$ cat src/rtl/pad_poll_pkg.sv
package pad_poll_pkg;
  typedef enum logic [1:0] {
    PH_IDLE = 2'd0,
    PH_REQ  = 2'd1,
    PH_WAIT = 2'd2
  } poll_phase_t;

  localparam logic [7:0] CMD_READ_BUTTONS = 8'h01;
  localparam int REG_W = 32;

  localparam logic [1:0] WSEL_STATUS   = 2'd0;
  localparam logic [1:0] WSEL_INTERVAL = 2'd1;
  localparam logic [1:0] WSEL_CTRL     = 2'd2;

  localparam int CTRL_FLAG_BIT = 0;
  localparam int CTRL_EN_BIT   = 1;
endpackage

$ cat src/rtl/poll_timer.sv
module poll_timer #(
  parameter int IVL_W = 32
) (
  input  logic             clk,
  input  logic             rst_n,
  input  logic             run,
  input  logic [IVL_W-1:0] interval,
  output logic             expire
);
  logic [IVL_W-1:0] cnt_q;
  logic [IVL_W-1:0] limit;

  always_comb begin
    limit = interval;
    if (interval == '0) limit = {{(IVL_W-1){1'b0}}, 1'b1};
  end

  assign expire = run && (({1'b0, cnt_q} + 1'b1) >= {1'b0, limit});

  always_ff @(posedge clk or negedge rst_n) begin
    if (!rst_n)              cnt_q <= '0;
    else if (!run || expire) cnt_q <= '0;
    else                     cnt_q <= cnt_q + 1'b1;
  end

  // one expiry ends the idle phase, so it never repeats back to back
  a_r2_single_expire: assert property (@(posedge clk) disable iff (!rst_n)
    expire |=> !expire);
endmodule

$ cat src/rtl/poll_seq.sv
module poll_seq
  import pad_poll_pkg::*;
#(
  parameter int DATA_W = 32
) (
  input  logic              clk,
  input  logic              rst_n,
  input  logic              expire,
  output logic              run,
  output logic              req_valid,
  input  logic              req_ready,
  output logic [7:0]        req_cmd,
  input  logic              rsp_valid,
  output logic              rsp_ready,
  input  logic              rsp_timeout,
  input  logic [DATA_W-1:0] rsp_data,
  output logic              smp_valid,
  output logic              smp_timeout,
  output logic [DATA_W-1:0] smp_data
);
  poll_phase_t ph_q, ph_d;

  always_comb begin
    ph_d = ph_q;
    unique case (ph_q)
      PH_IDLE: if (expire)    ph_d = PH_REQ;
      PH_REQ:  if (req_ready) ph_d = PH_WAIT;
      PH_WAIT: if (rsp_valid) ph_d = PH_IDLE;
      default:                ph_d = PH_IDLE;
    endcase
  end

  always_ff @(posedge clk or negedge rst_n) begin
    if (!rst_n) ph_q <= PH_IDLE;
    else        ph_q <= ph_d;
  end

  assign run         = (ph_q == PH_IDLE);
  assign req_valid   = (ph_q == PH_REQ);
  assign req_cmd     = CMD_READ_BUTTONS;
  assign rsp_ready   = (ph_q == PH_WAIT);
  assign smp_valid   = rsp_valid && rsp_ready;
  assign smp_timeout = rsp_timeout;
  assign smp_data    = rsp_data;

  // request holds under back-pressure
  a_r3_req_hold: assert property (@(posedge clk) disable iff (!rst_n)
    req_valid && !req_ready |=> req_valid && $stable(req_cmd));
  // accepted request leads to waiting for the reply
  a_r3_wait_after_req: assert property (@(posedge clk) disable iff (!rst_n)
    req_valid && req_ready |=> rsp_ready && !req_valid);
  // timer expiry starts a request
  a_r2_expire_to_req: assert property (@(posedge clk) disable iff (!rst_n)
    expire |=> req_valid);
  // a taken reply returns to idle
  a_r3_reply_to_idle: assert property (@(posedge clk) disable iff (!rst_n)
    smp_valid |=> run && !rsp_ready);
endmodule

$ cat src/rtl/poll_regs.sv
module poll_regs
  import pad_poll_pkg::*;
#(
  parameter int              DATA_W       = 32,
  parameter int              IVL_W        = 32,
  parameter int              ADDR_W       = 4,
  parameter logic [IVL_W-1:0] DEF_INTERVAL = 1000
) (
  input  logic              clk,
  input  logic              rst_n,
  input  logic              reg_wr,
  input  logic              reg_rd,
  input  logic [ADDR_W-1:0] reg_addr,
  input  logic [REG_W-1:0]  reg_wdata,
  output logic [REG_W-1:0]  reg_rdata,
  input  logic              smp_valid,
  input  logic              smp_timeout,
  input  logic [DATA_W-1:0] smp_data,
  output logic [IVL_W-1:0]  interval,
  output logic              irq
);
  localparam int SEL_W = 2;

  logic [DATA_W-1:0] status_q;
  logic [IVL_W-1:0]  ivl_q;
  logic              flag_q, en_q;
  logic [REG_W-1:0]  rdata_q, rd_mux;
  logic [SEL_W-1:0]  wsel;
  logic              changed, clr_req;

  assign wsel    = reg_addr[SEL_W+1:2];
  assign changed = smp_valid && !smp_timeout && (smp_data != status_q);
  assign clr_req = reg_wr && (wsel == WSEL_CTRL) && reg_wdata[CTRL_FLAG_BIT];

  always_comb begin
    rd_mux = '0;
    unique case (wsel)
      WSEL_STATUS:   rd_mux[DATA_W-1:0] = status_q;
      WSEL_INTERVAL: rd_mux[IVL_W-1:0]  = ivl_q;
      WSEL_CTRL: begin
        rd_mux[CTRL_FLAG_BIT] = flag_q;
        rd_mux[CTRL_EN_BIT]   = en_q;
      end
      default:       rd_mux = '0;
    endcase
  end

  always_ff @(posedge clk or negedge rst_n) begin
    if (!rst_n) begin
      status_q <= '0;
      ivl_q    <= DEF_INTERVAL;
      flag_q   <= 1'b0;
      en_q     <= 1'b0;
      rdata_q  <= '0;
    end else begin
      if (reg_rd) rdata_q <= rd_mux;
      if (reg_wr && wsel == WSEL_INTERVAL) ivl_q <= reg_wdata[IVL_W-1:0];
      if (reg_wr && wsel == WSEL_CTRL)     en_q  <= reg_wdata[CTRL_EN_BIT];
      if (changed) begin
        status_q <= smp_data;
        flag_q   <= 1'b1;
      end else if (clr_req) begin
        flag_q   <= 1'b0;
      end
    end
  end

  assign reg_rdata = rdata_q;
  assign interval  = ivl_q;
  assign irq       = flag_q && en_q;

  // timeout reply leaves status and flag alone
  a_r6_timeout_keeps: assert property (@(posedge clk) disable iff (!rst_n)
    smp_valid && smp_timeout |=> $stable(status_q) && ($stable(flag_q) || !flag_q));
  // differing reply is stored and flagged
  a_r4_change_flags: assert property (@(posedge clk) disable iff (!rst_n)
    smp_valid && !smp_timeout && (smp_data != status_q) |=> flag_q && (status_q == $past(smp_data)));
  // equal reply does not raise the flag
  a_r5_equal_quiet: assert property (@(posedge clk) disable iff (!rst_n)
    smp_valid && (smp_data == status_q) && !flag_q |=> !flag_q);
  // clear write drops the flag when no change collides
  a_r7_clear: assert property (@(posedge clk) disable iff (!rst_n)
    reg_wr && (reg_addr[3:2] == 2'd2) && reg_wdata[0] && !smp_valid |=> !flag_q);
  // status offset ignores writes
  a_r8_status_ro: assert property (@(posedge clk) disable iff (!rst_n)
    reg_wr && (reg_addr[3:2] == 2'd0) && !smp_valid |=> $stable(status_q));
endmodule

$ cat src/rtl/pad_poll_monitor.sv
module pad_poll_monitor
  import pad_poll_pkg::*;
#(
  parameter int              DATA_W       = 32,
  parameter int              IVL_W        = 32,
  parameter int              ADDR_W       = 4,
  parameter logic [IVL_W-1:0] DEF_INTERVAL = 1000
) (
  input  logic              clk,
  input  logic              rst_n,
  output logic              req_valid,
  input  logic              req_ready,
  output logic [7:0]        req_cmd,
  input  logic              rsp_valid,
  output logic              rsp_ready,
  input  logic              rsp_timeout,
  input  logic [DATA_W-1:0] rsp_data,
  input  logic              reg_wr,
  input  logic              reg_rd,
  input  logic [ADDR_W-1:0] reg_addr,
  input  logic [31:0]       reg_wdata,
  output logic [31:0]       reg_rdata,
  output logic              irq
);
  logic              run, expire;
  logic [IVL_W-1:0]  interval;
  logic              smp_valid, smp_timeout;
  logic [DATA_W-1:0] smp_data;

  poll_timer #(.IVL_W(IVL_W)) u_timer (
    .clk(clk), .rst_n(rst_n), .run(run), .interval(interval), .expire(expire)
  );

  poll_seq #(.DATA_W(DATA_W)) u_seq (
    .clk(clk), .rst_n(rst_n), .expire(expire), .run(run),
    .req_valid(req_valid), .req_ready(req_ready), .req_cmd(req_cmd),
    .rsp_valid(rsp_valid), .rsp_ready(rsp_ready), .rsp_timeout(rsp_timeout),
    .rsp_data(rsp_data), .smp_valid(smp_valid), .smp_timeout(smp_timeout),
    .smp_data(smp_data)
  );

  poll_regs #(
    .DATA_W(DATA_W), .IVL_W(IVL_W), .ADDR_W(ADDR_W), .DEF_INTERVAL(DEF_INTERVAL)
  ) u_regs (
    .clk(clk), .rst_n(rst_n), .reg_wr(reg_wr), .reg_rd(reg_rd),
    .reg_addr(reg_addr), .reg_wdata(reg_wdata), .reg_rdata(reg_rdata),
    .smp_valid(smp_valid), .smp_timeout(smp_timeout), .smp_data(smp_data),
    .interval(interval), .irq(irq)
  );
endmodule

$ cat config.mk
export PLATFORM = sky130hd
export DESIGN_NAME = pad_poll_monitor
export DESIGN_NICKNAME = d
export VERILOG_FILES = /design/src/rtl/pad_poll_pkg.sv /design/src/rtl/poll_timer.sv /design/src/rtl/poll_seq.sv /design/src/rtl/poll_regs.sv /design/src/rtl/pad_poll_monitor.sv
export SDC_FILE = /design/constraint.sdc
export NUM_CORES = 1
export LEC_CHECK = 0
export ABC_AREA = 1
export BUFFER_PORTS_ARGS = -buffer_cell sky130_fd_sc_hd__clkbuf_2
export CORE_MARGIN = 3
export CORE_UTILIZATION = 56
export CTS_CLUSTER_SIZE = 40
export DETAILED_ROUTE_END_ITERATION = 16
export GPL_TIMING_DRIVEN = 0
export PLACE_DENSITY = 0.83
export SYNTH_ARGS = -nofsm -noshare
export SYNTH_HDL_FRONTEND = slang
export SYNTH_SLANG_ARGS = --single-unit
$ cat constraint.sdc
create_clock -name clk -period 6.75 [get_ports clk]
set_input_delay 1.0125 -clock clk [delete_from_list [all_inputs] [get_ports clk]]
set_output_delay 1.0125 -clock clk [all_outputs]
set_load 0.03 [all_outputs]
# Word-level counts from Yosys, hierarchy flattened

Cells that the tools add are included.

Bits in registers: 132
Bits in read-only memories: 0
Latch bits: 0
Memory bits (writable): 0
Memories kept: 0

Shifts and indexed selects: 0
Muxes and demuxes: 10
Multipliers: 0
Divide/modulo/power cells: 0
Reduce and logical (&&, ||, !) cells: 16
Eq/ne operators: 8
Bitwise logic cells: 0
Add/subtract/negate cells: 2
$lt $le $gt $ge: 1

Operator list:

| kind                  | number |
|---|---|
| $mux 32               | 2 |
| $pmux 30 s2           | 1 |
| $add 32x1->33 const B | 1 |
| $ge 33x32->1          | 1 |
| $add 32x1->32 const B | 1 |
| $logic_not 32->1      | 1 |
| $ne 32x32->1          | 1 |
| $pmux 2 s3            | 2 |
| $logic_and 1x1->1     | 8 |
| $mux 2                | 3 |
| $eq 2x1->1 const B    | 2 |
| $eq 2x2->1 const B    | 2 |
| $logic_not 2->1       | 2 |
| $ne 2x2->1 const B    | 2 |
| $reduce_and 3->1      | 1 |
| $logic_not 1->1       | 2 |
| $mux 1                | 2 |
| $ne 2x1->1 const B    | 1 |
| $reduce_bool 2->1     | 1 |
| $logic_or 1x1->1      | 1 |

# Depth between registers and ports, before layout

Depth in word-level cells: 6
Gate-level depth with buffers: 27
Gate-level depth less buffers: 27

# By module

Synthesis repeated with hierarchy kept, for this count alone.

Cells, all modules: 1017
Area, all modules: 8087.8 µm²

Modules (own cells, without submodules):

| module     | area each (µm²) | sequential area each (µm²) | cells an instance | times used |
|---|---|---|---|---|
| poll_regs  | 4580.6          | 2459.9                     | 501               | 1 |
| poll_timer | 3076.7          | 800.8                      | 456               | 1 |
| poll_seq   | 430.4           | 50.0                       | 60                | 1 |

# Least setup slack after synthesis

OpenSTA, ideal clock, no wires.

Path kind: reg2reg
From: reg u_timer.cnt_q[0]
To: reg u_timer.cnt_q[14]
Stages on the path, launching flop included: 21
Data arrival time: 2.755 ns
Library setup time: 0.123 ns
Clock period less this slack: 2.878 ns
Setup slack: 3.872 ns
Path through: dfrtp_1 -> ha_1 -> nand2_1 -> nor2_2 -> nand2_2 -> nor3_4 -> nand3_2 -> nor3_2 -> nand2_1 -> xor2_1 -> ha_1 -> nand2_1 -> nor2_1 -> nand4_1 -> nor3_1 -> nand4_1 -> nand3_1 -> nor2_1 -> nand2_2 -> buf_2 -> nor2_1

Cells in the longest elaborated chain, start to end: 5
Elaborated cells on any way between the ends: 6
Those cells by class: add/sub (2); order compare (1); mux (1); reduce/logical (2)

RTL lines:

| element                | RTL line         | source |
|---|---|---|
| from (decl)            | poll_timer.sv:10 | `logic [IVL_W-1:0] cnt_q;` |
| from (signal assigned) | poll_timer.sv:23 | `else cnt_q <= cnt_q + 1'b1;` |
| $add 32x1->33          | poll_timer.sv:18 | `assign expire = run && (({1'b0, cnt_q} + 1'b1) >= {1'b0, limit});` |
| $ge 33x32->1           | poll_timer.sv:18 |  |
| $logic_and 1x1->1      | poll_timer.sv:18 |  |
| $logic_or 1x1->1       | poll_timer.sv:22 | `else if (!run \|\| expire) cnt_q <= '0;` |
| $mux 32 *              | poll_timer.sv:22 |  |

Mark *: on every way between the ends. The rest lies on a longest branch, timed or not.
A chain may end at the register's enable or synchronous reset.

# Final worst setup path

From: reg u_timer.cnt_q[0]
To: reg u_timer.cnt_q[3]

Same word-level chain as after synthesis.

==> results.md <==
- Slew Viols, Final: 0
- Worst R2R Setup Slack: 3.14 ns
- Worst Hold Depth: 1
- First-pass GRT wire length: 31880 um
- Core Box Area: 12770 um2
- Critical path class: reg -> reg
- Antenna Cells: 0
- Synthesized area: 7403 um2
- Reg2Reg Depth: 18
- Detailed Routing Iterations Pass 1: 6
- Xor-xnor portion of the synthesized cell area: 5.307%
- Post-synthesis mux area share: 4.867%
- Die ar.: 14640 um2
- Clk root buf: clkbuf_16
- CP max FO: 10
- Ys async rst share: 100.0%
- Initial Util: 57.96%
- RSZ-0062 raised after global routing: false
- Outcome: completed
- Synth Area in Adders: 5.577%
- Max_slew headroom: 58.87%
- Cells after Synth: 887
- Skew-Pair Late Insertion Delay: 0.42 ns
- Share of cells above drive strength 1: 21.12%
- Worst IR Drop VDD: 0.1902 mV
- # DRC: 0
- Clock-pin slew on the worst setup and hold paths: 0.06 ns
- Worst-Margin Slew: 0.6169 ns
- Hold Path Origin: u_timer.cnt_q[0]
- CTS Buffer Depth: 2
- Port buffer count: 106
- Fin crit share: 53.49%
- Setup TNS: 0 ns
- Std cell rows: 41
- Die H: 121.0 um
- Largest family of logic cells by synthesized area: simple AND/OR/NAND/NOR gates
- Final GP Congestion: 0.9083
- Hold Path Sink: u_timer.cnt_q[0]
- Power Density: 243.4 nW/um2
- Synth Area in Simple Gates: 19.91%
- Post-synth top cells: 168 x inv_1, 135 x nand2_1, 126 x dfrtp_1, 96 x nor2_1, 42 x a21oi_1
- Post-synth top area cell: dfrtp_1
- Top-level I/O count: 118
- Worst r2r src: u_timer.cnt_q[0]
- Post CTS Setup Buffer Count: 0
- Area growth from synthesis to layout: 19.20%
- Num Clock Sinks: 132
- Final Hold Fails: 0
- Initial antenna violation count: 0
- Most frequent cell after synthesis: inv_1
- H-Tree Depth: 4
- Syn Area/Cell: 8.347 um2
- First-iteration detailed-routing DRC count: 808
- Top_reg_cell synth: dfrtp_1
- Grt ovf: 0
- CP Data Required Time: 7.06 ns
- # resized after CTS: 0
- P_leak: 4.603 nW
- Hpwl dp: 14970 um
- Seq/Total Area, Yosys: 44.72%
- Routed Antenna Nets: 0
- Launching element type of the critical path: flip-flop
- Synth warn: 0
- Yosys top cell area share: 42.59%
- Hold-fix buffers, CTS: 0
- Total track usage: 28.17%
- Routed wire per std cell: 16.77 um
- Worst min path class: reg -> reg
- Layout Nets: 1127
- Synth area leaders: dfrtp_1 43%, inv_1 8.5%, nand2_1 6.8%, ha_1 5.6%, mux2_2 4.9%
- CTS tree: built
- Arrival time at the worst endpoint: 3.92 ns
- Max-cap viol count: 0
- Setup crit end kind: flip-flop
- CTS buffer count: 17
- Via/cell ratio: 5.522
- Unique cell type count in the Yosys netlist: 35
- Pin count of the biggest net entering global routing: 89
- Post-Route WL: 20190 um
- Worst reg2reg endpoint: u_timer.cnt_q[3]
- Setup violators final: 0
- Fmax: 0.2770 GHz
- Synthesis-stage register bit count: 132
- Die W: 121.0 um
- Minimum clock period: 3.611 ns
- Compound-cell area share of the yosys netlist: 8.619%
- Post-synth EDFFs: 0
- Clock Skew: 0.006310 ns
- DR vias: 6648
- Vias in the first global route: 6377
- Util after Layout: 69.09%
## kinds of logic (layout without fill, tap and decap cells)
logic type,after synthesis,after routing
buffers and inverters,203,342
adders and majority gates,33,33
AOI/OAI and AO/OA,117,117
muxes,32,32
DFF,132,132
and+or+nand+nor,324,324
other,2,8
xor gates and xnor gates,44,44
## critical path, stage by stage (launching register included)
cell      delay, ns
dfrtp_1        0.40
ha_1           0.18
nand2_1        0.11
nor2_2         0.19
nand2_2        0.11
nor3_4         0.22
nand4_1        0.19
nand3b_1       0.24
xor2_1         0.22
inv_1          0.07
ha_1           0.31
nand4_1        0.20
nor3_1         0.23
nand4_1        0.13
nand3_1        0.10
nor2_1         0.05
nand2_2        0.19
buf_2          0.28
nor2_1         0.07
## layout make-up
| cell class | instances | area, um2 |
|---|---|---|
| Inverter | 168 | 630.6 |
| Clock buffer | 20 | 436.7 |
| Fill cell | 988 | 3949 |
| Tap cell | 172 | 215.2 |
| Clock inverter | 12 | 180.2 |
| Multi-Input combinational cell | 558 | 3308 |
| Buffer | 35 | 176.4 |
| Sequential cell | 132 | 3311 |
| Timing Repair Buffer | 107 | 566.8 |
## through the flow
stage	std cells	hold WS, ns	instance area [um2]	total power [mW]	worst slack, ns
finish	1204	0.5012	8825	2.148	3.139
CTS	1204	0.5007	8825	2.141	3.195
detailed placement	1172	0.4930	8208	1.176	3.271
global route	1204	0.5208	8825	2.216	2.754
global placement	1171	0.4807	8172	1.164	2.537
floorplan	893	0.4499	7426	1.055	3.872
## cell usage in the layout, fill, tap and decap left out, drive strengths merged, types with 3 or more instances in the layout
| cell type | instances |
|---|---|
| clkinv | 5 |
| nand3 | 17 |
| clkbuf | 142 |
| nand4 | 26 |
| xnor2 | 25 |
| a21oi | 42 |
| dfrtp | 126 |
| or2 | 3 |
| xor2 | 19 |
| nor3 | 15 |
| o22ai | 30 |
| nor4 | 15 |
| mux2 | 32 |
| nand2 | 142 |
| ha | 33 |
| dfstp | 6 |
| buf | 20 |
| o21ai | 40 |
| bufinv | 4 |
| nor2 | 103 |
| conb | 8 |
| inv | 169 |
## layer usage
layer | part of all wire, % | vias to the layer above | GRT usage [%]
met1 | 42 | 3186 | 38.39
li1 | - | 3093 | -
met3 | 8.8 | 35 | 6.573
met4 | 1.6 | 0 | 7.578
met2 | 47 | 334 | 45.43
met5 | 0 | - | 0
## how the worst max path moves through the flow
stage / from / to
after global routing: u_timer.cnt_q[0] / u_timer.cnt_q[3]
final: u_timer.cnt_q[0] / u_timer.cnt_q[3]
after floorplan: u_timer.cnt_q[0] / u_timer.cnt_q[14]
after global placement: rst_n / u_timer.cnt_q[25]
after detailed placement: u_timer.cnt_q[0] / u_timer.cnt_q[11]
after CTS: u_timer.cnt_q[0] / u_timer.cnt_q[3]
## flip-flops by register name (all words and copies together), names as in the netlist
register and flops:
u_timer.cnt_q 32, u_regs.reg_rdata 32, u_regs.flag_q 1, u_regs.interval 32
u_seq.ph_q 2, u_regs.en_q 1, u_regs.status_q 32
## report_power, final
part	internal (mW)	leakage [nW]	switching (mW)
sequential	0.847	1.71	0.0380
clock	0.619	0.295	0.356
combinational	0.0978	2.60	0.190
total	1.56	4.60	0.584
(Power assumes the default switching activity.)
